[config.mk]
export PLATFORM = sky130hd
export DESIGN_NAME = dual_dac_cmd_dec
export DESIGN_NICKNAME = d
export VERILOG_FILES = /design/src/rtl/dac_cmd_pkg.sv /design/src/rtl/dac_serial_rx.sv /design/src/rtl/dac_cmd_decode.sv /design/src/rtl/dac_chan_regs.sv /design/src/rtl/dual_dac_cmd_dec.sv
export SDC_FILE = /design/constraint.sdc
export NUM_CORES = 1
export LEC_CHECK = 0
export ABC_AREA = 1
export BUFFER_PORTS_ARGS = -buffer_cell sky130_fd_sc_hd__buf_2
export CAP_MARGIN = 10
export CORE_MARGIN = 2
export CORE_UTILIZATION = 61
export DETAILED_ROUTE_END_ITERATION = 8
export PLACE_DENSITY = 0.89
export SLEW_MARGIN = 20
export SYNTH_ARGS = -nofsm -noshare
export SYNTH_HDL_FRONTEND = slang
export SYNTH_SLANG_ARGS = --single-unit
[constraint.sdc]
create_clock -name clk_i -period 3.58 [get_ports clk_i]
set_input_delay 0.179 -clock clk_i [delete_from_list [all_inputs] [get_ports clk_i]]
set_output_delay 0.179 -clock clk_i [all_outputs]
set_load 0.03 [all_outputs]
[src/rtl/dac_cmd_pkg.sv]
package dac_cmd_pkg;
  localparam int OP_W  = 3;
  localparam int SUB_W = 3;
  localparam int TAIL_W = 3;
  localparam int N_CH  = 2;

  typedef struct packed {
    logic ld_in;   // write staging register from data field
    logic upd;     // load DAC register (from data if ld_in, else staging)
    logic pd;      // power down
    logic pd_hiz;  // shutdown load: 1 = high impedance
  } ch_ctl_t;
endpackage

[src/rtl/dac_serial_rx.sv]
module dac_serial_rx #(
  parameter int FRAME_W     = 16,
  parameter int SYNC_STAGES = 2
) (
  input  logic               clk_i,
  input  logic               rst_ni,
  input  logic               cs_n_i,
  input  logic               sclk_i,
  input  logic               sdi_i,
  output logic               frame_vld_o,
  output logic [FRAME_W-1:0] frame_o
);
  localparam int CNT_W   = $clog2(FRAME_W + 2);
  localparam int CNT_MAX = FRAME_W + 1;

  logic [SYNC_STAGES-1:0] cs_sync, sclk_sync, sdi_sync;
  logic cs_d, sclk_d;
  logic cs_s, sclk_s, sdi_s;
  logic [CNT_W-1:0] cnt_q;

  assign cs_s   = cs_sync[SYNC_STAGES-1];
  assign sclk_s = sclk_sync[SYNC_STAGES-1];
  assign sdi_s  = sdi_sync[SYNC_STAGES-1];

  always_ff @(posedge clk_i or negedge rst_ni) begin
    if (!rst_ni) begin
      cs_sync   <= '1;
      sclk_sync <= '0;
      sdi_sync  <= '0;
      cs_d      <= 1'b1;
      sclk_d    <= 1'b0;
    end else begin
      cs_sync   <= {cs_sync[SYNC_STAGES-2:0], cs_n_i};
      sclk_sync <= {sclk_sync[SYNC_STAGES-2:0], sclk_i};
      sdi_sync  <= {sdi_sync[SYNC_STAGES-2:0], sdi_i};
      cs_d      <= cs_s;
      sclk_d    <= sclk_s;
    end
  end

  logic cs_rise, cs_fall, sclk_rise;
  assign cs_rise   = cs_s & ~cs_d;
  assign cs_fall   = ~cs_s & cs_d;
  assign sclk_rise = sclk_s & ~sclk_d;

  always_ff @(posedge clk_i or negedge rst_ni) begin
    if (!rst_ni) begin
      cnt_q       <= '0;
      frame_o     <= '0;
      frame_vld_o <= 1'b0;
    end else begin
      frame_vld_o <= cs_rise && (cnt_q == CNT_W'(FRAME_W));
      if (cs_fall) begin
        cnt_q <= '0;
      end else if (!cs_s && sclk_rise) begin
        frame_o <= {frame_o[FRAME_W-2:0], sdi_s};
        if (cnt_q != CNT_W'(CNT_MAX)) cnt_q <= cnt_q + 1'b1;
      end
    end
  end

  AST_CNT_BOUND: assert property (@(posedge clk_i) disable iff (!rst_ni)
    cnt_q <= CNT_W'(CNT_MAX));
  AST_VLD_DESELECTED: assert property (@(posedge clk_i) disable iff (!rst_ni)
    frame_vld_o |-> cs_d);
endmodule

[src/rtl/dac_cmd_decode.sv]
module dac_cmd_decode
  import dac_cmd_pkg::*;
#(
  parameter int DATA_W  = 10,
  localparam int FRAME_W = OP_W + DATA_W + TAIL_W
) (
  input  logic                   frame_vld_i,
  input  logic [FRAME_W-1:0]     frame_i,
  output ch_ctl_t [N_CH-1:0]     ctl_o,
  output logic [DATA_W-1:0]      data_o,
  output logic                   bias_on_o,
  output logic                   bias_off_o
);
  logic [OP_W-1:0]   op;
  logic [TAIL_W-1:0] tail;
  logic [SUB_W-1:0]  sub;
  logic ok;

  assign op     = frame_i[FRAME_W-1 -: OP_W];
  assign data_o = frame_i[FRAME_W-OP_W-1 -: DATA_W];
  assign tail   = frame_i[TAIL_W-1:0];
  assign sub    = data_o[DATA_W-1 -: SUB_W];
  assign ok     = frame_vld_i && (tail == '0);

  always_comb begin
    ctl_o      = '0;
    bias_off_o = 1'b0;
    if (ok) begin
      unique case (op)
        3'b001: ctl_o[0].ld_in = 1'b1;
        3'b101: ctl_o[1].ld_in = 1'b1;
        3'b010: begin
          ctl_o[0].ld_in = 1'b1;
          ctl_o[0].upd = 1'b1;
          ctl_o[1].upd = 1'b1;
        end
        3'b110: begin
          ctl_o[1].ld_in = 1'b1;
          ctl_o[0].upd = 1'b1;
          ctl_o[1].upd = 1'b1;
        end
        3'b011: for (int c = 0; c < N_CH; c++) begin
          ctl_o[c].ld_in = 1'b1;
          ctl_o[c].upd   = 1'b1;
        end
        3'b100: for (int c = 0; c < N_CH; c++) ctl_o[c].upd = 1'b1;
        3'b111: for (int c = 0; c < N_CH; c++) begin
          ctl_o[c].pd     = 1'b1;
          ctl_o[c].pd_hiz = data_o[DATA_W-1-c];
        end
        default: begin
          unique case (sub)
            3'b001: ctl_o[0].upd = 1'b1;
            3'b101: ctl_o[1].upd = 1'b1;
            3'b110: begin
              ctl_o[0].pd     = 1'b1;
              ctl_o[0].pd_hiz = data_o[DATA_W-SUB_W-1];
            end
            3'b111: begin
              ctl_o[1].pd     = 1'b1;
              ctl_o[1].pd_hiz = data_o[DATA_W-SUB_W-1];
            end
            3'b011: begin
              bias_off_o = 1'b1;
              for (int c = 0; c < N_CH; c++) begin
                ctl_o[c].pd     = 1'b1;
                ctl_o[c].pd_hiz = data_o[DATA_W-SUB_W-1-c];
              end
            end
            default: ;
          endcase
        end
      endcase
    end
  end

  assign bias_on_o = ctl_o[0].upd | ctl_o[1].upd;

  always_comb begin
    for (int c = 0; c < N_CH; c++)
      AST_NO_PD_WITH_UPD: assert (!(ctl_o[c].pd && ctl_o[c].upd));
  end
endmodule

[src/rtl/dac_chan_regs.sv]
module dac_chan_regs
  import dac_cmd_pkg::*;
#(
  parameter int DATA_W = 10
) (
  input  logic              clk_i,
  input  logic              rst_ni,
  input  ch_ctl_t           ctl_i,
  input  logic [DATA_W-1:0] data_i,
  output logic [DATA_W-1:0] dac_o,
  output logic              on_o,
  output logic              hiz_o
);
  logic [DATA_W-1:0] stage_q;

  always_ff @(posedge clk_i or negedge rst_ni) begin
    if (!rst_ni) begin
      stage_q <= '0;
      dac_o   <= '0;
      on_o    <= 1'b0;
      hiz_o   <= 1'b0;
    end else begin
      if (ctl_i.ld_in) stage_q <= data_i;
      if (ctl_i.upd) begin
        dac_o <= ctl_i.ld_in ? data_i : stage_q;
        on_o  <= 1'b1;
      end else if (ctl_i.pd) begin
        on_o  <= 1'b0;
        hiz_o <= ctl_i.pd_hiz;
      end
    end
  end

  AST_DAC_HOLD: assert property (@(posedge clk_i) disable iff (!rst_ni)
    !ctl_i.upd |=> $stable(dac_o));
  AST_UPD_WAKES: assert property (@(posedge clk_i) disable iff (!rst_ni)
    ctl_i.upd |=> on_o);
  AST_PD_SLEEPS: assert property (@(posedge clk_i) disable iff (!rst_ni)
    ctl_i.pd |=> (!on_o && hiz_o == $past(ctl_i.pd_hiz)));
endmodule

[src/rtl/dual_dac_cmd_dec.sv]
module dual_dac_cmd_dec
  import dac_cmd_pkg::*;
#(
  parameter int DATA_W      = 10,
  parameter int SYNC_STAGES = 2
) (
  input  logic              clk_i,
  input  logic              rst_ni,
  input  logic              cs_n_i,
  input  logic              sclk_i,
  input  logic              sdi_i,
  output logic [DATA_W-1:0] dac_a_o,
  output logic [DATA_W-1:0] dac_b_o,
  output logic [1:0]        ch_on_o,
  output logic [1:0]        ch_hiz_o,
  output logic              bias_en_o
);
  localparam int FRAME_W = OP_W + DATA_W + TAIL_W;

  logic               frame_vld;
  logic [FRAME_W-1:0] frame;
  ch_ctl_t [N_CH-1:0] ctl;
  logic [DATA_W-1:0]  data;
  logic               bias_on, bias_off;
  logic [DATA_W-1:0]  dac [N_CH];

  dac_serial_rx #(.FRAME_W(FRAME_W), .SYNC_STAGES(SYNC_STAGES)) u_rx (
    .clk_i, .rst_ni, .cs_n_i, .sclk_i, .sdi_i,
    .frame_vld_o(frame_vld), .frame_o(frame)
  );

  dac_cmd_decode #(.DATA_W(DATA_W)) u_dec (
    .frame_vld_i(frame_vld), .frame_i(frame), .ctl_o(ctl),
    .data_o(data), .bias_on_o(bias_on), .bias_off_o(bias_off)
  );

  for (genvar c = 0; c < N_CH; c++) begin : g_ch
    dac_chan_regs #(.DATA_W(DATA_W)) u_ch (
      .clk_i, .rst_ni, .ctl_i(ctl[c]), .data_i(data),
      .dac_o(dac[c]), .on_o(ch_on_o[c]), .hiz_o(ch_hiz_o[c])
    );
  end

  assign dac_a_o = dac[0];
  assign dac_b_o = dac[1];

  always_ff @(posedge clk_i or negedge rst_ni) begin
    if (!rst_ni)       bias_en_o <= 1'b1;
    else if (bias_on)  bias_en_o <= 1'b1;
    else if (bias_off) bias_en_o <= 1'b0;
  end

  AST_BIAS_RESTORE: assert property (@(posedge clk_i) disable iff (!rst_ni)
    bias_on |=> bias_en_o);
  AST_BIAS_SHUTDOWN: assert property (@(posedge clk_i) disable iff (!rst_ni)
    bias_off |=> (!bias_en_o && ch_on_o == 2'b00));
  AST_ON_NEEDS_BIAS: assert property (@(posedge clk_i) disable iff (!rst_ni)
    $rose(ch_on_o[0]) |-> bias_en_o);
endmodule

After elaboration in Yosys (flattened, before gate mapping)
Cells that the tools add are included.
{"block": "word_totals", "reg_bits": 75, "input_bits": 5, "output_inout_bits": 25, "word_cells": 88}
{"block": "classes", "addsub": 1, "n_eq_ne": 14, "muxes": 25, "n_bitwise": 10, "n_reduce_logical": 21}
{"cell": "== test 3 bit (second input constant)", "count": 7}
{"cell": "two-way mux 10 bit", "count": 2}
{"cell": "two-way mux 5 bit", "count": 3}
{"cell": "two-way mux 1 bit", "count": 13}
{"cell": "case mux 2 bit (2 select lines)", "count": 3}
{"cell": "nonzero test 2 bit", "count": 5}
{"cell": "== test 3 x 2 -> 1 bit (second input constant)", "count": 3}
{"cell": "OR reduction 3 bit", "count": 3}
{"cell": "two-way mux 8 bit", "count": 1}
{"cell": "AND reduction 2 bit", "count": 4}
{"cell": "OR reduction 7 bit", "count": 1}
{"cell": "== test 3 x 1 -> 1 bit (second input constant)", "count": 2}
{"cell": "NOT 1 bit", "count": 6}
{"cell": "OR reduction 6 bit", "count": 1}
{"cell": "adder 5 x 1 -> 5 bit (second input constant)", "count": 1}
{"cell": "== test 5 bit (second input constant)", "count": 1}
{"cell": "!= test 5 bit (second input constant)", "count": 1}
{"cell": "case mux 1 bit (2 select lines)", "count": 2}
{"cell": "OR reduction 4 bit", "count": 1}
{"cell": "AND 1 bit", "count": 3}
{"cell": "logical AND 1 bit", "count": 3}
{"cell": "zero test 3 bit", "count": 1}
{"cell": "two-way mux 2 bit", "count": 1}
{"cell": "OR reduction 2 bit", "count": 1}
{"cell": "2 further kinds", "count": 2}

Depth between registers and ports, before layout
Gate-level depths: netlist of run 1.
{"block": "depth", "word_depth": 7, "mapped_depth": 9, "ltp_nobuf": 8}

Hierarchy
Synthesis of run 1 repeated with hierarchy kept, for this count alone.
{"block": "hier_totals", "cells_unflattened": 438, "area_unflattened_um2": 3523.4}
{"module": "dac_chan_regs", "instances": 2, "cells_per_inst": 112, "area_each_um2": 943.4, "seq_area_each_um2": 550.5}
{"module": "dac_serial_rx", "instances": 1, "cells_per_inst": 141, "area_each_um2": 1262.5, "seq_area_each_um2": 754.5}
{"module": "dac_cmd_decode", "instances": 1, "cells_per_inst": 68, "area_each_um2": 332.8, "seq_area_each_um2": 0.0}
{"module": "dual_dac_cmd_dec", "instances": 1, "cells_per_inst": 5, "area_each_um2": 41.3, "seq_area_each_um2": 26.3}

Worst setup path before layout of run 1
No wires, ideal clock.
{"block": "synth_timing", "path_kind": "reg2reg", "startpoint": "reg u_rx.frame_o[2]", "endpoint": "reg g_ch[1].u_ch.dac_o[1]", "arrival_ns": 1.189, "required_time_ns": 3.462, "slack_ns": 2.273, "path_stages_with_launch": 10, "synth_period_minus_slack_ns": 1.307, "cell_sequence": "dfrtp_1 inv_2 nand2_2 nor2_8 nand2_1 nor2_2 inv_2 buf_6 nand2_1 nand2_1"}
{"block": "synth_via", "elab_chain_len": 4}
{"element": "from (decl)", "line": "dac_serial_rx.sv:11", "rtl": "output logic [FRAME_W-1:0] frame_o"}
{"element": "from (signal assigned)", "line": "dac_serial_rx.sv:56", "rtl": "frame_o <= {frame_o[FRAME_W-2:0], sdi_s};"}
{"element": "zero test 3 bit (*)", "line": "dac_cmd_decode.sv:23", "rtl": "assign ok = frame_vld_i && (tail == '0);"}
{"element": "logical AND 1 bit (*)", "line": "dac_cmd_decode.sv:23"}
{"element": "two-way mux 8 bit (*)", "line": "dac_cmd_decode.sv:28", "rtl": "if (ok) begin"}
{"element": "two-way mux 10 bit"}
{"element": "to (signal assigned)", "line": "dac_chan_regs.sv:25", "rtl": "dac_o <= ctl_i.ld_in ? data_i : stage_q;"}
{"element": "to (decl)", "line": "dac_chan_regs.sv:10", "rtl": "output logic [DATA_W-1:0] dac_o,"}
Mark *: on every way between the ends. The rest lies on a longest branch, timed or not.
A chain may end at the register's enable or synchronous reset.

Worst setup path in the final report of run 1
{"block": "layout_timing", "startpoint": "reg u_rx.frame_o[0]", "endpoint": "reg g_ch[1].u_ch.dac_o[0]"}
The elaborated chain is that of the path after synthesis.

==> results.cfg, run 1 <==
[status]
status = completed

[grt]
globalRoute.busiestLayer = met2
grt_max_degree = 76
grt_pass1_wl_mm = 10.8
grt_pass1_vias = 2354
gr-total-overflow = 0
antenna_found_initial = 0
met2_usage_pct = 35.4
use_met1_pct = 31.6
track_usage_pct = 23.2
grt_util_met3_pct = 7.67

[die]
die_h_microns = 77.6
pin_count = 30
die_w_microns = 77.6
initial_core_util_pct = 64.0
dieArea_sq_um = 6030
rows = 26
core_area_sq_um = 5170

[place]
hpwl_mm = 4.18
globalplace.congestion = 0.908
dp.cells = 456
pre_cts_ws_ps = 1650
io_buffers = 29

[yosys]
synthCells = 369
ys_async_sr_fraction_pct = 100
ys_seq_area_share_pct = 56.9
synth_edf_count = 0
synth_area_sq_um = 3310
synth_ff_type = dfrtp_1
syn_nets = 377
yosys_warnings = 0
ys_types = 27
yosys_register_bits = 75
syn_avg_cell_area_sq_um = 8.97

[hold_path]
hold_path.class = in -> async

[timing]
final_max_slew_viol_count = 0
finalSetupTns_ps = 0
slew-limit-headroom_pct = 40.3
finClkSkew_ps = 9.90
period_minus_slack_ps = 1990
final_hold_viol_count = 0
fmax_mhz = 503
tightest_slew_ps = 896
timing.final.crit_share_pct = 55.6
worst_slack_ps = 1590
finalSetupViolCount = 0
rsz0062_at_grt = no

[cells_and_area]
final_cell_mix = 99 x nand2_1, 71 x dfrtp_1, 56 x nand3_1, 36 x inv_1, 29 x buf_2
multiInputGateArea_sq_um = 1170
drive_gt1_share_pct = 14.9
fin_cells = 474
fillers = 394
areaGrowthSynthToFinish_pct = 10.7
final_nets = 408
layout_commonest_cell = nand2_1
n_antenna_cell = 0
seq_area_sq_um = 1880

[clock_network]
htree_levels = 3
clk_pin_slew_ps = 70
cts-root-buf = clkbuf_8
cts_resized = 0
clock_path_buffers = 2
worstSkewPairLatency_ps = 350
clkSinkCount = 75
cts_made_buffers = 9
tritoncts = yes

[critical_path]
critPathRequiredTime_ps = 3810
start_kind = flop
max_stage_delay_ps = 500
critical_path_arrival_ps = 2220
path_cells = inv_1 > nand2_2 > nor2_8 > nand2_1 > nor2_2 > inv_2 > nand2_1 > nand2_1
crit_type = reg -> reg
critPathSlowestCell = nor2_2
path_max_fanout = 17
endpoint_kind = flop
path_common_cell = nand2_1

[route]
drt_pre_antenna_iters = 4
drt_iter0_markers = 210
vias = 2465
drc = 0
viasPerCell = 5.20
antenna_left = 0
drt-wirelength-per-cell_microns = 13.1
wl_mm = 6.23

[pwr]
power_density_nw_per_um2 = 442
power_w = 0.00162
ir_drop_uv = 344
leakage_nw = 1.94

[job]
cap_violations = 0
report_power, final:
part           internal [W]  total, W  switching [W]
combinational     0.0000403  0.000114      0.0000736
clock              0.000303  0.000586       0.000284
sequential         0.000885  0.000918      0.0000334
total               0.00123   0.00162       0.000391
timing repair:
action                                  in CTS  in global routing
endpoints found under the setup margin       0                  0
endpoints found under the hold margin        3                  0
buffers inserted                             0                  0
hold buffers                                 3                  0
sequential cells by signal (all words and copies together), names as in the netlist:
name	count
u_rx.cs_d	1
g_ch.u_ch.on_o	2
u_rx.frame_o	16
g_ch.u_ch.stage_q	20
u_rx.sclk_d	1
u_rx.sclk_sync	2
g_ch.u_ch.dac_o	20
g_ch.u_ch.hiz_o	2
u_rx.sdi_sync	2
u_rx.cnt_q	5
u_rx.frame_vld_o	1
u_rx.cs_sync	2
bias_en_o	1
critical path, delay by kind of cell, from the launching register on:
family        cells  cell delay (ps)
simple gates      6             1150
flops             1              380
buf+inv           2              340
layer usage:
layer	vias up	wire (microns)
met4	0	65
met2	53	2890
met1	1185	2980
met3	6	301
li1	1221	-
met5	-	0
metrics by stage:
step | hold slack [ps] | utilization [%] | area (sq um)
floorplan | -117 | - | 3310
global placement | 284 | 66.7 | 3450
detailed placement | 285 | 66.7 | 3450
CTS | 75.9 | 70.8 | 3660
global route | 125 | 70.8 | 3660
finish | 46.7 | 70.8 | 3660
Yosys cell counts (2+ instances only):
library cell,instances,share of area [%]
buf_2,5,0.76
ha_1,3,1.1
inv_2,4,0.45
o21ai_0,24,3.6
nor2_2,3,0.57
inv_1,36,4.1
and2_1,20,3.8
nand2_2,2,0.38
nand3_1,56,8.5
a21oi_1,2,0.30
dfrtp_1,71,54
nand2_1,99,11
buf_6,4,1.4
dfstp_2,4,3.2
o21bai_1,10,2.3
nor2_1,12,1.4
buf_4,4,0.91
cell type report:
class / instances / area share (%)
timing repair buffer: 34 / 5.19
multi-input combinational: 239 / 31.9
clock inverter: 2 / 0.273
inverter: 41 / 4.20
sequential: 75 / 51.4
tap: 70 / 2.39
clock buffer: 13 / 4.61
cells by family after synthesis:
family	Yosys count	share of synthesized area, %
AND/OR/NAND/NOR	196	27.0
flip-flops	75	56.9
XOR/XNOR	2	0.530
AO/OA/AOI/OAI	38	6.69
buffers and inverters	55	7.79
adder cells (fa/ha/maj)	3	1.13
path summary, 6_finish.rpt:
kind	start	to	slack (ps)	depth (start not counted)
max reg2reg	u_rx.frame_o[0]	g_ch[1].u_ch.dac_o[0]	1590	8
max in group asynchronous	rst_ni	u_rx.frame_o[12]	2970	2
min in group clk_i	u_rx.sclk_sync[0]	u_rx.sclk_sync[1]	350	0
min	rst_ni	g_ch[1].u_ch.on_o	50	2
max	u_rx.frame_o[0]	g_ch[1].u_ch.dac_o[0]	1590	8
min reg2reg	u_rx.sclk_sync[0]	u_rx.sclk_sync[1]	350	0
(Power assumes the default switching activity.)
==> inputs of run 2 (changes only) <==
- ABC_AREA: 1 -> 0
- CORE_UTILIZATION: 61 -> 54
- PLACE_DENSITY: 0.89 -> 0.83
- clock period: 3.58 -> 1.8 ns (I/O delays scaled with it)
==> results.cfg, run 2 <==
[status]
status = completed

[critical_path]
r2r_cells = 3
critPathRequiredTime_ps = 2040
endpoint_kind = flop
start_kind = flop
path_max_fanout = 10
crit_type = reg -> reg
critical_path_arrival_ps = 2000

[route]
wl_mm = 7.68
drt_iter0_markers = 263
drt_pre_antenna_iters = 5
drc = 0
vias = 2871
drt-wirelength-per-cell_microns = 15.4
antenna_left = 0
viasPerCell = 5.75

[timing]
slew-limit-headroom_pct = 66.5
tightest_slew_ps = 503
fmax_mhz = 568
final_hold_viol_count = 0
rsz0062_at_grt = no
timing.final.crit_share_pct = 97.9
period_minus_slack_ps = 1760
finClkSkew_ps = 8.67
finalSetupViolCount = 0
finalSetupTns_ps = 0
final_max_slew_viol_count = 0

[yosys]
yosys_warnings = 0
syn_avg_cell_area_sq_um = 10.5
yosys_register_bits = 75
synthCells = 364
synth_ff_type = dfrtp_1
synth.most_common_cell = dfrtp_1
yosys.area.top_type = dfrtp_1
ys_top_cells_by_area = dfrtp_1 47%, mux2i_1 5.0%, nand2_1 4.8%
syn_nets = 372
synth_top_area_share_pct = 46.7
synth_common_cells = 71 x dfrtp_1, 49 x nand2_1, 27 x nand3_1
ys_async_sr_fraction_pct = 100
synth_area_sq_um = 3800
ys_types = 51
synth_edf_count = 0
ys_seq_area_share_pct = 49.5

[grt]
antenna_found_initial = 0
grt_pass1_wl_mm = 13.1
use_met1_pct = 26.7
globalRoute.busiestLayer = met2
grt_util_met3_pct = 5.37
track_usage_pct = 21.8
gr-total-overflow = 0
grt_pass1_vias = 2830
met2_usage_pct = 36.3
grt_max_degree = 76

[die]
initial_core_util_pct = 56.0
die_w_microns = 87.9
dieArea_sq_um = 7730
die_h_microns = 87.9
pin_count = 30
rows = 30
core_area_sq_um = 6790

[clock_network]
post-cts-setup-buffers = 0
cts_made_buffers = 9
clkSinkCount = 75
worstSkewPairLatency_ps = 350
clk_pin_slew_ps = 90
tritoncts = yes
cts-root-buf = clkbuf_8
clock_path_buffers = 2
htree_levels = 3

[cells_and_area]
drive_gt1_share_pct = 27.8
layout_commonest_cell = dfrtp_1
final_nets = 406
areaGrowthSynthToFinish_pct = 16.2
fillers = 530
final_cell_mix = 70 x dfrtp_1, 49 x nand2_1, 29 x buf_2, 27 x nand3_1, 21 x buf_4
n_antenna_cell = 0
top_regs = g_ch.u_ch.dac_o x20, g_ch.u_ch.stage_q x20, u_rx.frame_o x16
stdcell_area_sq_um = 4420

[place]
io_buffers = 29
globalplace.congestion = 0.812
place_area_sq_um = 4160
hpwl_mm = 5.16

[pwr]
power_switching_w = 0.000855
ir_drop_uv = 552
intPower_w = 0.00251
p_sw_share_pct = 25.4
seqPwrFrac_pct = 54.1
leakage_nw = 2.08
pwr-share-comb_pct = 6.0
power_density_nw_per_um2 = 761
clkPwrFrac_pct = 39.8

[hold_path]
hold_path.class = in -> async

[job]
cap_violations = 0
run 2: cell types whose count changed in the layout (fill, tap and decap cells not counted), moves of 8 or more:
cell      before  now
a22oi_1        0   14
a31oi_1        0   11
a32oi_1        0   10
and2_1        20    4
buf_4          2   21
inv_1         36    6
mux2_2         0   14
mux2_4         0   10
mux2i_1        0   19
nand2_1       99   49
nand3_1       56   27
nor2_1        12   20
o21ai_0       24   13
o21bai_1      10    0
run 2: cell families (layout without fill, tap and decap cells):
family | Yosys count | after routing | share of synthesized area (%)
AOI/OAI and AO/OA | 74 | 74 | 13.6
xor gates and xnor gates | 4 | 4 | 0.921
adders and majority gates | 3 | 3 | 0.987
buffers and inverters | 42 | 81 | 5.23
DFF | 75 | 75 | 49.5
muxes | 43 | 43 | 13.1
and+or+nand+nor | 123 | 123 | 16.7
run 2: cell type report:
cell class	count	area [sq um]	area share (%)
flip-flops and latches	75	1880	42.6
multi-input cells	247	1750	39.5
repair buffers	59	443	10.0
clock buffers	9	124	2.80
well taps	96	120	2.72
clock inverters	7	83.8	1.90
inverters	6	22.5	0.509
run 2: through the flow:
stage / hold WS [ps] / total power, W / util, % / cells / setup slack (ps)
floorplan: -206 / 0.00194 / - / 364 / 55.4
global placement: 144 / 0.00204 / 61.2 / 479 / 91.6
detailed placement: 151 / 0.00206 / 61.2 / 479 / 36.1
CTS: 292 / 0.00341 / 64.8 / 499 / 2.73
global route: 315 / 0.00352 / 65.1 / 499 / 2.95
finish: 289 / 0.00337 / 65.1 / 499 / 37.9
run 2: worst paths after layout:
kind,start,endpoint,slack (ps)
setup / recovery,u_rx.frame_o[1],g_ch[0].u_ch.stage_q[0],40
min in group clk_i,u_rx.sdi_sync[0],u_rx.sdi_sync[1],350
max in group asynchronous,rst_ni,u_rx.cs_sync[0],1150
hold / removal,rst_ni,g_ch[1].u_ch.dac_o[5],290
setup reg to reg,u_rx.frame_o[1],g_ch[0].u_ch.stage_q[0],40
hold reg to reg,u_rx.sdi_sync[0],u_rx.sdi_sync[1],350
run 2: worst max-delay path, stage by stage (launching register included):
cell and delay [ps]:
dfrtp_1 390, or4b_1 640, nor2_8 300, mux2_4 330
run 2: what timing repair did:
action                                 CTS  global route
hold buffers                             4             0
endpoints found under the hold margin   74             0
setup endpoints to repair                0            10
gates resized for setup                  0             3
run 2: per-layer routing:
layer	wire (microns)	vias to the layer above
li1	-	1364
met1	3260	1392
met2	3860	106
met3	431	9
met4	121	0
met5	0	-
run 2: power groups by stage:
stage	Sequential, W	Clock (W)	Combinational, W
floorplan	0.00182	0	0.000126
global placement	0.00185	0	0.000191
detailed placement	0.00186	0	0.000199
CTS	0.00182	0.00137	0.000207
global route	0.00183	0.00146	0.000225
finish	0.00182	0.00134	0.000203
